===== config.mk =====
export PLATFORM = sky130hd
export DESIGN_NAME = defer_poison_rf
export DESIGN_NICKNAME = d
export VERILOG_FILES = /design/src/rtl/dpr_pkg.sv /design/src/rtl/dpr_regfile.sv /design/src/rtl/dpr_decide.sv /design/src/rtl/dpr_event.sv /design/src/rtl/defer_poison_rf.sv
export SDC_FILE = /design/constraint.sdc
export NUM_CORES = 1
export LEC_CHECK = 0
export ABC_AREA = 1
export BUFFER_PORTS_ARGS = -buffer_cell sky130_fd_sc_hd__buf_2
export CORE_MARGIN = 5
export CORE_UTILIZATION = 30
export CTS_CLUSTER_DIAMETER = 120
export DETAILED_ROUTE_END_ITERATION = 12
export GPL_ROUTABILITY_DRIVEN = 1
export PLACE_DENSITY_LB_ADDON = 0.05
export RECOVER_POWER = 100
export SLEW_MARGIN = 20
export SYNTH_ARGS = -nofsm -noshare
export SYNTH_HDL_FRONTEND = slang
export SYNTH_SLANG_ARGS = --single-unit

===== constraint.sdc =====
create_clock -name clk -period 9.9 [get_ports clk]
set_input_delay 1.485 -clock clk [delete_from_list [all_inputs] [get_ports clk]]
set_output_delay 1.485 -clock clk [all_outputs]
set_load 0.005 [all_outputs]

===== src/rtl/dpr_pkg.sv =====
`timescale 1ns/1ps
package dpr_pkg;

    // Fault class carried with each issued instruction
    typedef enum logic [1:0] {
        FLT_NONE   = 2'b00,
        FLT_RESUME = 2'b01,
        FLT_FATAL  = 2'b10,
        FLT_FATAL2 = 2'b11
    } fault_e;

    // Outcome chosen for one issued instruction
    typedef enum logic [2:0] {
        ACT_NONE,
        ACT_WRITE,
        ACT_POISON,
        ACT_TRAP_NAT,
        ACT_TRAP_FLT,
        ACT_RECOVER,
        ACT_SERVICE
    } act_e;

    function automatic logic fault_is_fatal(input fault_e f);
        return f[1];
    endfunction

    function automatic logic act_writes(input act_e a);
        return (a == ACT_WRITE) || (a == ACT_POISON);
    endfunction

    function automatic logic act_traps(input act_e a);
        return (a == ACT_TRAP_NAT) || (a == ACT_TRAP_FLT);
    endfunction

endpackage


===== src/rtl/dpr_regfile.sv =====
`timescale 1ns/1ps
module dpr_regfile #(
    parameter int NREG = 16,
    parameter int DW   = 32,
    localparam int IW  = $clog2(NREG)
) (
    input  logic          clk,
    input  logic          rst,
    input  logic          we,
    input  logic          wnat,
    input  logic [IW-1:0] waddr,
    input  logic [DW-1:0] wdata,
    input  logic [IW-1:0] raddr_a,
    input  logic [IW-1:0] raddr_b,
    output logic [DW-1:0] rdata_a,
    output logic          rnat_a,
    output logic [DW-1:0] rdata_b,
    output logic          rnat_b
);
    logic [DW-1:0] data_q [NREG];
    logic          nat_q  [NREG];

    for (genvar g = 0; g < NREG; g++) begin : g_entry
        always_ff @(posedge clk) begin
            if (rst) begin
                data_q[g] <= '0;
                nat_q[g]  <= 1'b0;
            end else if (we && (waddr == IW'(g))) begin
                data_q[g] <= wdata;
                nat_q[g]  <= wnat;
            end
        end
    end

    always_comb begin
        rdata_a = data_q[raddr_a];
        rnat_a  = nat_q[raddr_a];
        rdata_b = data_q[raddr_b];
        rnat_b  = nat_q[raddr_b];
    end
endmodule


===== src/rtl/dpr_decide.sv =====
`timescale 1ns/1ps
module dpr_decide
    import dpr_pkg::*;
#(
    parameter int IW = 4
) (
    input  logic          valid,
    input  logic          check,
    input  logic          spec,
    input  logic [IW-1:0] src_a,
    input  logic [IW-1:0] src_b,
    input  logic [IW-1:0] dst,
    input  fault_e        fault,
    input  logic          nat_a,
    input  logic          nat_b,
    output act_e          act,
    output logic [IW-1:0] ev_reg
);
    // Poisoned operands take precedence over the instruction's own fault:
    // a speculative consumer just forwards the poison.
    always_comb begin
        act    = ACT_NONE;
        ev_reg = '0;
        if (valid) begin
            if (check) begin
                if (nat_a) begin
                    act    = ACT_RECOVER;
                    ev_reg = src_a;
                end
            end else if (nat_a || nat_b) begin
                if (spec) begin
                    act = ACT_POISON;
                end else begin
                    act    = ACT_TRAP_NAT;
                    ev_reg = nat_a ? src_a : src_b;
                end
            end else if (fault == FLT_RESUME) begin
                act = ACT_SERVICE;
            end else if (fault_is_fatal(fault)) begin
                if (spec) begin
                    act = ACT_POISON;
                end else begin
                    act    = ACT_TRAP_FLT;
                    ev_reg = dst;
                end
            end else begin
                act = ACT_WRITE;
            end
        end
    end
endmodule


===== src/rtl/dpr_event.sv =====
`timescale 1ns/1ps
module dpr_event
    import dpr_pkg::*;
#(
    parameter int IW = 4
) (
    input  logic          clk,
    input  logic          rst,
    input  act_e          act,
    input  logic [IW-1:0] ev_reg,
    output logic          trap_o,
    output logic [IW-1:0] trap_reg,
    output logic          trap_cause,
    output logic          recover_o,
    output logic [IW-1:0] recover_reg,
    output logic          svc_o
);
    always_ff @(posedge clk) begin
        if (rst) begin
            trap_o      <= 1'b0;
            trap_reg    <= '0;
            trap_cause  <= 1'b0;
            recover_o   <= 1'b0;
            recover_reg <= '0;
            svc_o       <= 1'b0;
        end else begin
            trap_o      <= act_traps(act);
            trap_reg    <= act_traps(act) ? ev_reg : '0;
            trap_cause  <= (act == ACT_TRAP_FLT);
            recover_o   <= (act == ACT_RECOVER);
            recover_reg <= (act == ACT_RECOVER) ? ev_reg : '0;
            svc_o       <= (act == ACT_SERVICE);
        end
    end
endmodule


===== src/rtl/defer_poison_rf.sv =====
`timescale 1ns/1ps
module defer_poison_rf
    import dpr_pkg::*;
#(
    parameter int NREG = 16,
    parameter int DW   = 32,
    localparam int IW  = $clog2(NREG)
) (
    input  logic          clk,
    input  logic          rst,
    input  logic          iss_valid,
    input  logic          iss_check,
    input  logic          iss_spec,
    input  logic [IW-1:0] iss_src_a,
    input  logic [IW-1:0] iss_src_b,
    input  logic [IW-1:0] iss_dst,
    input  logic [1:0]    iss_fault,
    input  logic [DW-1:0] iss_result,
    output logic [DW-1:0] rd_a_data,
    output logic          rd_a_nat,
    output logic [DW-1:0] rd_b_data,
    output logic          rd_b_nat,
    output logic          trap_o,
    output logic [IW-1:0] trap_reg,
    output logic          trap_cause,
    output logic          recover_o,
    output logic [IW-1:0] recover_reg,
    output logic          svc_o
);
    act_e          act;
    logic [IW-1:0] ev_reg;
    logic          wr_en;
    logic          wr_nat;
    logic [DW-1:0] wr_data;

    dpr_regfile #(.NREG(NREG), .DW(DW)) i_rf (
        .clk     (clk),
        .rst     (rst),
        .we      (wr_en),
        .wnat    (wr_nat),
        .waddr   (iss_dst),
        .wdata   (wr_data),
        .raddr_a (iss_src_a),
        .raddr_b (iss_src_b),
        .rdata_a (rd_a_data),
        .rnat_a  (rd_a_nat),
        .rdata_b (rd_b_data),
        .rnat_b  (rd_b_nat)
    );

    dpr_decide #(.IW(IW)) i_dec (
        .valid  (iss_valid),
        .check  (iss_check),
        .spec   (iss_spec),
        .src_a  (iss_src_a),
        .src_b  (iss_src_b),
        .dst    (iss_dst),
        .fault  (fault_e'(iss_fault)),
        .nat_a  (rd_a_nat),
        .nat_b  (rd_b_nat),
        .act    (act),
        .ev_reg (ev_reg)
    );

    always_comb begin
        wr_en   = act_writes(act);
        wr_nat  = (act == ACT_POISON);
        wr_data = (act == ACT_WRITE) ? iss_result : '0;
    end

    dpr_event #(.IW(IW)) i_evt (
        .clk         (clk),
        .rst         (rst),
        .act         (act),
        .ev_reg      (ev_reg),
        .trap_o      (trap_o),
        .trap_reg    (trap_reg),
        .trap_cause  (trap_cause),
        .recover_o   (recover_o),
        .recover_reg (recover_reg),
        .svc_o       (svc_o)
    );
endmodule


==> flow_summary.yaml <==
critical_path:
  cp.buffers_inverters: 4
  cp_slowest_stage_delay_ps: 2350
  path_max_fanout: 67
  critPathSlowestCell: "clkbuf_1"
  worstPathArrival_ps: 6370
  cp-end-kind: "output pin"
  worstReg2RegStart: "i_rf.nat_q[7]$_DFFE_PP_"
  cpMostUsedCell: "o21ai_0"
  required_ps: 8420
  crit_path_start: "iss_src_b[1]"
  critPathLaunchType: "input pin"
  worstSetupPathType: "in -> out"
  reg2reg_depth: 14
  path_cells: "buf_4 -> inv_4 -> clkbuf_1 -> o21ai_0 -> o21ai_0 -> o22ai_1 -> o21ai_0 -> clkbuf_1"
  path_depth: 8
  crit_family: "buffers and inverters"
floorplanning:
  core_area_mm2: 0.0950
  start_util_pct: 30.2
  fp.dieH_um: 319
  die_w_um: 319
  dieArea_mm2: 0.102
  fp-row-count: 113
  pin_count: 129
synthesis:
  ys_types: 30
  syn_nets: 3263
  ys_seq_elements: 540
  synth_cells: 3212
  postSynthAreaPerCell_um2: 8.94
  yosysWarnings: 0
  syn_area_mm2: 0.0287
  seq_area_frac_synth_pct: 56.1
timing:
  fin_crit_sh_pct: 79.3
  fin_setup_tns_ps: 0
  hold_viol: 0
  max_slew.worst_pin.slew_ps: 4100
  slew_headroom_pct: -173
  finalClockSkew_ps: 20.3
  rsz0062_at_grt: "no"
  setup_violations: 0
  max_freq_mhz: 127
  fin_crit_ps: 7850
  slew_violations: 166
  worst_slack_ps: 2050
placement:
  post-dp-hpwl_um: 64100
  place_inst: 4345
  dpl_worst_slack_ps: 3640
  port_buffers: 128
  place.gp.congestion: 0.784
global_route:
  first_global_vias: 24700
  overflow: 0
  grt.total_usage_pct: 23.7
  antenna_found_initial: 1
  grt_pass1_wl_um: 179000
  grt_max_degree: 153
pwr:
  switching_share_pct: 27.3
  power.density_mw_per_mm2: 180
  power.leakage_nw: 10.6
  power.internal_mw: 4.18
  seqPwrFrac_pct: 45.7
  clkPwrFrac_pct: 42.9
  irDropWorstVdd_uv: 113
  comb_power_share_pct: 11.4
  p_sw_mw: 1.57
outcome:
  status: "finished with violations"
  violations: "max-capacitance violations, max-slew violations"
routing:
  firstDrtPassIters: 6
  drc: 0
  ant_nets: 0
  finalWirelength_um: 125000
  vias: 25200
  wire_per_inst_um: 28.0
  viasPerCell: 5.65
  drtIter0Drc: 2689
worst_hold_path:
  min_from: "i_rf.nat_q[9]$_DFFE_PP_"
  hold_path_depth: 8
  worstHoldPathType: "reg -> reg"
finish:
  nFillCells: 9774
  regArea_mm2: 0.0161
  multi_input_area_mm2: 0.0107
  antenna_cells: 0
  fin_nets: 3203
  largestRegisters: "i_rf.data_q: 512 flops, i_rf.nat_q: 16 flops"
  final_common_cell: "nor2_1"
  largest_reg_flops: 512
  regMostFlops: "i_rf.data_q"
  syn_to_final_growth_pct: 11.4
  drive_gt1_share_pct: 8.52
  final_cell_mix: "nor2_1, o21ai_0, edfxtp_1"
  instances_no_fill: 4469
cts:
  cts_tree: "yes"
  clk_path_buf_depth: 3
  postCtsHoldBufs: 0
  cts_resized: 0
  clk_pin_slew_worst_paths_ps: 50
  clock_sinks: 540
  clk_latency_ps: 640
  postCtsSetupRepairBufs: 0
  cts_root_buf: "clkbuf_16"
  cts_buffers: 70
  htreeDepth: 3
flow_run:
  maxCapViolCount: 4
[kinds of logic after synthesis]
logic type	after synthesis	share of synthesized area [%]
flip-flops	540	56.1
buffers and inverters	450	6.78
AND/OR/NAND/NOR	1090	15.6
AO/OA/AOI/OAI	1132	21.6
[metal layers]
metal | up-vias | share of wire (%) | global-route usage [%]
met1 | 12600 | 43 | 32.2
met3 | 256 | 6.1 | 3.42
met5 | - | 0.010 | 0
met2 | 1156 | 47 | 38.8
met4 | 2 | 3.9 | 8.50
li1 | 11200 | - | -
[worst reg2reg max path, cell delays in order, from the launching register on]
cell and delay, ps:
edfxtp_1 340, inv_1 50, nand2_1 50, nand3_1 80, nand3_1 140, nand3_1 150, nand2_1 230, clkinvlp_2 290
a21oi_1 510, nand2_1 260, nand3_4 290, nand2_1 980, nand3_1 1560, buf_4 610, nor2_1 90
[synth_stat cells]
cell type / instances / area [um2]
nor3_1: 1 / 5.00
o221ai_1: 115 / 1010
nand3_4: 12 / 210
clkbuf_1: 205 / 769
nor2_1: 866 / 3250
nand2_2: 33 / 206
o211ai_1: 2 / 15.0
o22ai_1: 63 / 394
a21oi_1: 212 / 1060
buf_1: 9 / 33.8
edfxtp_1: 528 / 15900
buf_4: 28 / 210
o21ai_0: 736 / 3680
nand2_4: 3 / 33.8
nand3b_1: 1 / 7.51
a211oi_1: 3 / 22.5
inv_4: 3 / 18.8
nand4_4: 1 / 21.3
nor4_1: 1 / 6.26
nor2_4: 1 / 11.3
nand2_1: 132 / 495
nand3_2: 6 / 60.1
nand3_1: 33 / 165
inv_1: 139 / 522
buf_6: 8 / 90.1
inv_2: 2 / 7.51
buf_2: 55 / 275
dfxtp_1: 12 / 240
a21oi_4: 1 / 16.3
buf_12: 1 / 20.0
[area by class of cell]
| cell class | instances | area share (%) |
|---|---|---|
| sequential | 540 | 50.3 |
| multi-input combinational | 2222 | 33.3 |
| tap | 1265 | 4.95 |
| clock buffer | 92 | 6.00 |
| inverter | 144 | 1.75 |
| timing repair buffer | 174 | 2.95 |
| clock inverter | 32 | 0.735 |
[through the flow]
stage	total power, mW	utilization, %	hold WS, ps	area (um2)
2_1_floorplan	3.03	-	879	28700
3_5_place_dp	3.33	31.6	996	30000
6_report	5.74	33.7	971	32000
5_1_grt	5.96	33.7	1070	32000
4_1_cts	5.81	33.8	1010	32100
3_3_place_gp	3.33	31.6	995	30000
[worst paths after layout]
| path | end | slack, ps |
|---|---|---|
| worst max-delay path | rd_b_data[1] | 2050 |
| worst min-delay path | i_evt.recover_reg[3]$_SDFF_PP0_ | 970 |
| worst max register to register | i_rf.data_q[12][22]$_SDFFCE_PN0P_ | 3980 |
| worst min register to register | i_evt.recover_reg[3]$_SDFF_PP0_ | 970 |
[power by group through the flow]
stage	combinational, mW	sequential, mW	clock, mW
after global placement	0.660	2.67	0
after global routing	0.708	2.63	2.62
after detailed placement	0.662	2.67	0
final	0.656	2.62	2.47
after CTS	0.664	2.62	2.53
after floorplan	0.375	2.66	0
No activity file was read; power rests on OpenSTA's default activity.
